**config.mk**
```make
export PLATFORM = sky130hd
export DESIGN_NAME = attr_pixel_serializer
export DESIGN_NICKNAME = d
export VERILOG_FILES = /design/src/rtl/attr_pixel_serializer.sv
export SDC_FILE = /design/constraint.sdc
export NUM_CORES = 1
export LEC_CHECK = 0
export BUFFER_PORTS_ARGS = -buffer_cell sky130_fd_sc_hd__buf_2
export CAP_MARGIN = 15
export CORE_ASPECT_RATIO = 1.75
export CORE_MARGIN = 5
export CORE_UTILIZATION = 53
export CTS_CLUSTER_DIAMETER = 80
export DETAILED_ROUTE_END_ITERATION = 12
export PLACE_DENSITY = 0.65
export SLEW_MARGIN = 20
export SYNTH_ARGS = -nofsm -noshare
export SYNTH_HDL_FRONTEND = slang
export SYNTH_SLANG_ARGS = --single-unit
```
**constraint.sdc**
```tcl
create_clock -name clk -period 4.9 [get_ports clk]
set_input_delay 0.735 -clock clk [delete_from_list [all_inputs] [get_ports clk]]
set_output_delay 0.735 -clock clk [all_outputs]
set_load 0.1 [all_outputs]
```
**src/rtl/attr_pixel_serializer.sv**
```systemverilog
module attr_pixel_serializer #(
  parameter int LINE_CYC  = 640,
  parameter int BUF_DEPTH = 40,
  parameter int COL_W     = 7
) (
  input  logic             clk,
  input  logic             rst_n,
  input  logic             line_act,
  input  logic [2:0]       row_idx,
  input  logic [1:0]       cfg_scale,
  input  logic             cfg_attr,
  input  logic             cfg_half,
  output logic             mem_rd,
  output logic             mem_is_attr,
  output logic [COL_W-1:0] mem_col,
  input  logic [7:0]       mem_data,
  output logic [2:0]       rgb
);
  localparam int NC1 = LINE_CYC / 8;
  localparam int NC2 = LINE_CYC / 16;
  localparam int NC3 = LINE_CYC / 24;
  localparam int NC4 = LINE_CYC / 32;
  localparam int AIDX_W = $clog2(BUF_DEPTH);

  logic [1:0]       ph;
  logic [2:0]       bt;
  logic [COL_W-1:0] col;
  logic [COL_W-1:0] nfull;

  always_comb begin
    case (cfg_scale)
      2'd0:    nfull = COL_W'(NC1);
      2'd1:    nfull = COL_W'(NC2);
      2'd2:    nfull = COL_W'(NC3);
      default: nfull = COL_W'(NC4);
    endcase
  end

  wire attr_on = cfg_attr && (cfg_scale != 2'd0);
  wire [COL_W-1:0] nfetch = attr_on ? nfull - 1'b1 : nfull;
  wire in_range = col < nfetch;
  wire pstart   = (ph == 2'd0) && (bt == 3'd0);
  wire bmp_req  = line_act && pstart && in_range;
  wire atr_req  = line_act && attr_on && (row_idx == 3'd0) && (ph == 2'd0) &&
                  (bt == 3'd4) && in_range && (!cfg_half || !col[0]);

  assign mem_rd      = bmp_req | atr_req;
  assign mem_is_attr = atr_req;
  assign mem_col     = col;

  always_ff @(posedge clk or negedge rst_n) begin
    if (!rst_n) begin
      ph <= '0; bt <= '0; col <= '0;
    end else if (!line_act) begin
      ph <= '0; bt <= '0; col <= '0;
    end else if (ph == cfg_scale) begin
      ph <= '0;
      if (bt == 3'd7) begin
        bt <= '0;
        if (col != '1) col <= col + 1'b1;
      end else begin
        bt <= bt + 1'b1;
      end
    end else begin
      ph <= ph + 1'b1;
    end
  end

  logic             pend_b, pend_a;
  logic [COL_W-1:0] pend_col;
  logic [7:0]       fetched, held;
  logic [7:0]       abuf [BUF_DEPTH];
  logic             d1_act, d1_ps, d2_act;
  logic [2:0]       d1_bt, d2_bt;
  logic [COL_W-1:0] d1_col, d2_col;

  always_ff @(posedge clk or negedge rst_n) begin
    if (!rst_n) begin
      pend_b <= 1'b0; pend_a <= 1'b0; pend_col <= '0;
      fetched <= '0; held <= '0;
      d1_act <= 1'b0; d1_ps <= 1'b0; d1_bt <= '0; d1_col <= '0;
      d2_act <= 1'b0; d2_bt <= '0; d2_col <= '0;
      for (int i = 0; i < BUF_DEPTH; i++) abuf[i] <= '0;
    end else begin
      pend_b   <= bmp_req;
      pend_a   <= atr_req;
      pend_col <= col;
      if (pend_b) fetched <= mem_data;
      if (pend_a && pend_col < COL_W'(BUF_DEPTH)) abuf[pend_col[AIDX_W-1:0]] <= mem_data;
      d1_act <= line_act; d1_ps <= pstart; d1_bt <= bt; d1_col <= col;
      if (d1_act && d1_ps) held <= fetched;
      d2_act <= d1_act; d2_bt <= d1_bt; d2_col <= d1_col;
    end
  end

  function automatic logic [2:0] cmap(input logic [1:0] c);
    case (c)
      2'd0:    cmap = 3'b000;
      2'd1:    cmap = 3'b100;
      2'd2:    cmap = 3'b110;
      default: cmap = 3'b111;
    endcase
  endfunction

  wire [COL_W-1:0] dcol = attr_on ? d2_col - 1'b1 : d2_col;
  wire lead = attr_on && (d2_col == '0);
  wire vis  = d2_act && !lead && (dcol < nfetch);
  wire [7:0] bmap = attr_on ? held : fetched;
  wire pix = bmap[3'd7 - d2_bt];
  wire [COL_W-1:0] aidx = cfg_half ? {dcol[COL_W-1:1], 1'b0} : dcol;
  wire [7:0] abyte = (aidx < COL_W'(BUF_DEPTH)) ? abuf[aidx[AIDX_W-1:0]] : 8'h00;
  wire [3:0] nib = dcol[0] ? abyte[3:0] : abyte[7:4];
  wire [2:0] fg = cfg_half ? cmap(nib[3:2]) : abyte[6:4];
  wire [2:0] bg = cfg_half ? cmap(nib[1:0]) : abyte[2:0];
  wire [2:0] colour = !attr_on ? {3{pix}} : (pix ? fg : bg);

  always_ff @(posedge clk or negedge rst_n) begin
    if (!rst_n) rgb <= '0;
    else        rgb <= vis ? colour : 3'b000;
  end

  logic [COL_W-1:0] last_bcol;
  always_ff @(posedge clk or negedge rst_n) begin
    if (!rst_n) last_bcol <= '0;
    else if (mem_rd && !mem_is_attr) last_bcol <= mem_col;
  end

  AST_BMP_GAP: assert property (@(posedge clk) disable iff (!rst_n)
    $past(mem_rd && !mem_is_attr) |-> !mem_rd);
  AST_ATTR_AFTER_BMP: assert property (@(posedge clk) disable iff (!rst_n)
    (mem_rd && mem_is_attr) |-> (mem_col == last_bcol));
  AST_BLACK_OUTSIDE: assert property (@(posedge clk) disable iff (!rst_n)
    !$past(line_act, 3) |-> (rgb == 3'b000));
  AST_X1_NO_ATTR: assert property (@(posedge clk) disable iff (!rst_n)
    (cfg_scale == 2'd0) |-> !(mem_rd && mem_is_attr));
endmodule

```
After elaboration in Yosys (flattened, before gate mapping)
Cells that the tools add are included.
- output and inout port bits: 12
- flip-flop bits (word level): 376
- bits of input ports: 18
- bitwise logic cells: 3
- reductions and logical operators: 29
- add/subtract/negate cells: 6
- equal/unequal tests: 13
- $lt $le $gt $ge: 8
- mux-type cells: 31
- operators with widths (cell ; number):
    320-bit bitwise mux ; 1
    8-bit binary-select mux with 6-bit select ; 1
    8-bit demux with 6-bit select ; 1
    7-bit 2-to-1 mux ; 6
    8-bit 2-to-1 mux ; 5
    3-bit 2-to-1 mux ; 8
    7-bit one-hot mux with 3 select lines ; 1
    3-bit one-hot mux with 3 select lines ; 2
    1-bit logical AND ; 16
    7-bit >= comparator, second input constant ; 2
    7-bit by 6-bit < comparator with 1-bit output, second input constant ; 2
    7-bit < comparator ; 2
    6-bit inverter with 7-bit output ; 2
    7-bit by 1-bit subtractor with 7-bit output, second input constant ; 2
    2-bit zero test ; 4
    7-bit by 1-bit adder with 7-bit output, second input constant ; 1
    7-bit zero test ; 1
    7-bit by 1-bit < comparator with 1-bit output, second input constant ; 1
    7-bit inequality test, second input constant ; 1
    2-bit by 1-bit == test with 1-bit output, second input constant ; 3
    2-bit == test, second input constant ; 3
    3-bit == test, second input constant ; 2
    3-bit zero test ; 2
    2-bit by 1-bit inequality test with 1-bit output, second input constant ; 3
    other kinds (14) ; 18

Depth between registers and ports, before layout
- word-level depth: 16
- depth in mapped cells: 19
- gate-level depth less buffers: 15

Least setup slack after synthesis
No wires, ideal clock.
- path type: input to output
- start point: in cfg_scale[1]
- end point: out mem_rd
- data required time: 4.165 ns
- stages: 15
- arrival time: 4.822 ns
- setup slack: -0.657 ns
- cells stage by stage: inv_1 -> ha_1 -> nand2b_1 -> clkbuf_1 -> clkinv_1 -> xnor2_1 -> ha_1 -> o21a_1 -> o21a_1 -> o21a_1 -> o21a_1 -> o21a_1 -> o21ai_0 -> nand3b_1 -> a21oi_1
- word-level cells in the longest chain between the ends: 9
- elaborated cells on any way between the ends: 17
- ends and longest elaborated chain (item ; line ; text):
    start: declaration ; 10 ; input logic [1:0] cfg_scale,
    parallel branches: the longest is 8 deep, another holds 7-bit by 1-bit subtractor with 7-bit output ; n/a ;
    1-bit bitwise OR * ; 47 ; assign mem_rd = bmp_req | atr_req;
    end: declaration ; 13 ; output logic mem_rd,
Every way passes the cells marked *.

Worst setup path in the final report
- start point: in cfg_scale[0]
- end point: out mem_is_attr
- word-level cells in the longest chain between the ends: 8
- elaborated cells on any way between the ends: 15
- ends and longest elaborated chain (item ; line ; text):
    parallel branches: the longest is 6 deep, another holds 7-bit by 1-bit subtractor with 7-bit output ; n/a ;
    1-bit logical AND * (2 in series) ; 45 ; (bt == 3'd4) && in_range && (!cfg_half || !col[0]);
    end: declaration ; 14 ; output logic mem_is_attr,
Marked as above.

==> results.md <==
* CTS sink count at around 370
* Post-cts sizing count at 0
* Max-cap viol count at 0
* Root Driver: clkbuf_16
* Synth top cells by count: 372 x dfrtp_1, 330 x mux2_2, 128 x nand2_1
* Setup Viol. Count Final at 0
* RSZ-0062 raised after global routing: no
* VDD IR max at roughly 0.00027 V
* GR peak layer: met2
* Die Footprint at approximately 0.037 mm²
* Drt pass-1 iters at 6
* Global-route usage over all layers at 0.251
* # rows at slightly below 90
* Mapped Area at roughly 0.018 mm²
* Switch Pwr at 2.08 mW
* Wire per inst at 25.6 µm
* Pre-CTS setup slack at 390 ps
* Initial antenna violation count at 0
* #FFs+latches synth at around 370
* Crit end category: output pin
* Worst Path Required at 4160 ps
* CTS tree: done
* Final nets at 1406
* R2R Path End: rgb[0]
* Mean Syn Cell Area at roughly 13 µm²
* Worst hold path class: in2async
* Htree depth at 2
* Synth cell types at 68
* Internal power at around 5.5 mW
* Switching share of power at 0.275
* Worst r2r path cells at 12
* R2r startpoint: d2_col[1]
* Sequential share of the synthesized area at 0.524
* Total CTS buffers at 36
* Power Density at 386 mW/mm²
* Crit Path Max Fanout at 5
* Slowest cell on the critical path: ha_1
* Layout cells sized above 1 at 0.362
* Pin count of the biggest net entering global routing at around 110
* Max Slew Vio Count at 0
* Iter 0 DRT Violations at between 600 and 700
* Area contributors post-synth: dfrtp_1 52%, mux2_2 21%, mux4_2 5.4%
* Post-route ant nets at 0
* Slew margin rel. at 0.234
* N_diodes at 0
* Synth top area share at 0.524
* Count leader, synth: dfrtp_1
* Clock skew at 15.1 ps
* CP Buf/Inv Count at 4
* Setup CP Type: in2out
* Die Wd at about 150 µm
* Worst path cell trace: buf_2 > inv_1 > ha_1 > nand2b_1 > clkinv_1 > xnor2_1 > ha_1 > o21a_1 > o21a_1 > o21a_1 > o21a_1 > o21a_1 > o21ai_0 > nand3b_1 > nor2_2 > buf_12
* Syn. warnings at 0
* First-pass GRT wire length at between 70 and 80 mm
* Tot Pwr at between 7 and 8 mW
* CP max stage delay at about 270 ps
* Via density at 6.26
* Starting Density at 0.538
* Synthesized instance count at 1354
* Clock Pin Slew Worst Setup and Hold Paths at approximately 70 ps
* CTS Buffer Depth at 3
* Vias at about 11000
* Detailed Route WL at ~46 mm
* Worst skew pair latency at ~530 ps
* I/O pin cnt at 30
* Leading area contributor after synthesis: dfrtp_1
* Asr flop ratio synth at 1.00
* Post-CTS setup buffers at 0
* Post-synth EDFFs at 0
* IO buf count at 29
* Fin crit share at 0.877
* Area Growth Syn to Fin at 10.2%
* Core Area at roughly 0.033 mm²
* DRC errors left at 0
* Worst setup SP type: input port
* Routing usage on met2 at 0.441
* Final min period at between 4000 and 5000 ps
* Logic gate share of total power at 0.164
* Grt met3 use at 0.0341
* Cell family with most CP delay: compound AO/OA/AOI/OAI gates
* Outcome: finished clean
* Max Clk Rate at approximately 230 MHz
* Fillers at 2677
* Clock network power share at 0.389
* CP arrival at around 3600 ps
* Pleak at about 8.7 nW
* Grt ovf at 0
* Met1 Use GR at 0.307
* Final Util at 0.593
* Setup slack after layout at roughly 600 ps
* Synth Flop Type: dfrtp_1
* Final Hold Fails at 0
* Number of global-route vias before repair at approximately 12000
* Die outline height at roughly 250 µm
* Most used cell, CP: o21a_1
* R2r setup slk at a little under 1000 ps
* # hold bufs at CTS at 0
* Seq pwr share at 0.447
* Worst Tran Pin Value at about 1100 ps
* Post-Syn Nets at 1399
* DP HPWL at about 30 mm
* Final GP Congestion at just over 0.9
[area by class of cell]
type	count	area [µm²]	area share
Clock buffer	52	1040	0.0532
Clock inverter	12	198	0.0101
Inverter	24	92.6	0.00473
Multi-Input combinational cell	877	8000	0.408
Sequential cell	372	9310	0.475
Tap cell	405	507	0.0259
Timing Repair Buffer	50	443	0.0226
[per-layer routing]
metal / up-vias / routed length [µm] / share of wire
met1: 5862 / 17500 / 0.38
li1: 4915 / - / -
met5: - / 0 / 0
met2: 328 / 24200 / 0.53
met4: 0 / 2240 / 0.049
met3: 116 / 1880 / 0.041
[layout by cell type (no fill, tap or decap), types with 5 or more instances in the layout]
| master | instances |
|---|---|
| a211oi_1 | 7 |
| a21oi_1 | 17 |
| a31oi_1 | 8 |
| a32oi_1 | 7 |
| buf_12 | 10 |
| buf_2 | 26 |
| buf_4 | 13 |
| bufinv_16 | 5 |
| clkbuf_1 | 9 |
| clkbuf_16 | 37 |
| clkbuf_8 | 6 |
| dfrtp_1 | 372 |
| ha_1 | 27 |
| inv_1 | 18 |
| mux2_2 | 330 |
| mux2i_1 | 72 |
| mux4_2 | 43 |
| nand2_1 | 128 |
| nand3_1 | 57 |
| nand4_1 | 5 |
| nor2_1 | 41 |
| nor2b_1 | 6 |
| nor3_1 | 10 |
| nor3b_1 | 5 |
| o21a_1 | 7 |
| o21ai_0 | 15 |
| xnor2_1 | 6 |
| xor2_1 | 6 |
[through the flow]
| step | area [µm²] | std cells | hold WS, ps | TNS, ps |
|---|---|---|---|---|
| 6_report | 19600 | 1792 | 206 | 0 |
| 4_1_cts | 19600 | 1792 | 268 | 0 |
| 3_3_place_gp | 18300 | 1728 | 333 | 0 |
| 3_5_place_dp | 18300 | 1728 | 339 | 0 |
| 2_1_floorplan | 17800 | 1354 | 331 | -106 |
| 5_1_grt | 19600 | 1792 | 288 | 0 |
[how the worst max path moves through the flow]
stage / to / startpoint / cells after the start / slack, ps
CTS: mem_is_attr / cfg_scale[1] / 16 / 580
global placement: rgb[0] / cfg_scale[1] / 15 / 460
finish: mem_is_attr / cfg_scale[0] / 16 / 600
detailed placement: rgb[0] / cfg_scale[1] / 15 / 390
global route: mem_is_attr / cfg_scale[1] / 16 / 290
floorplan: mem_rd / cfg_scale[1] / 15 / -60
[flip-flops by register name, summed over array words and instances (netlist names)]
signal and count:
d2_act 1, pend_b 1, d1_bt 3, bt 3, held 8, pend_a 1
d1_act 1, rgb 3, d2_col 7, ph 2, fetched 8, d1_col 7
d1_ps 1, mem_col 7, d2_bt 3, abuf 316
[cells by family after synthesis]
group,Yosys count,share of synthesized area
XOR/XNOR,14,0.00838
AO/OA/AOI/OAI,97,0.0384
buffers and inverters,105,0.0277
AND/OR/NAND/NOR,293,0.0777
flip-flops,372,0.524
multiplexers,446,0.305
adder cells (fa/ha/maj),27,0.0190
[power by group through the flow]
stage	combinational [mW]	clock, mW	sequential [mW]
2_1_floorplan	0.794	0	3.44
3_3_place_gp	1.23	0	3.43
3_5_place_dp	1.24	0	3.44
4_1_cts	1.25	3.00	3.39
5_1_grt	1.33	3.11	3.40
6_report	1.24	2.94	3.38
(Power assumes the default switching activity.)
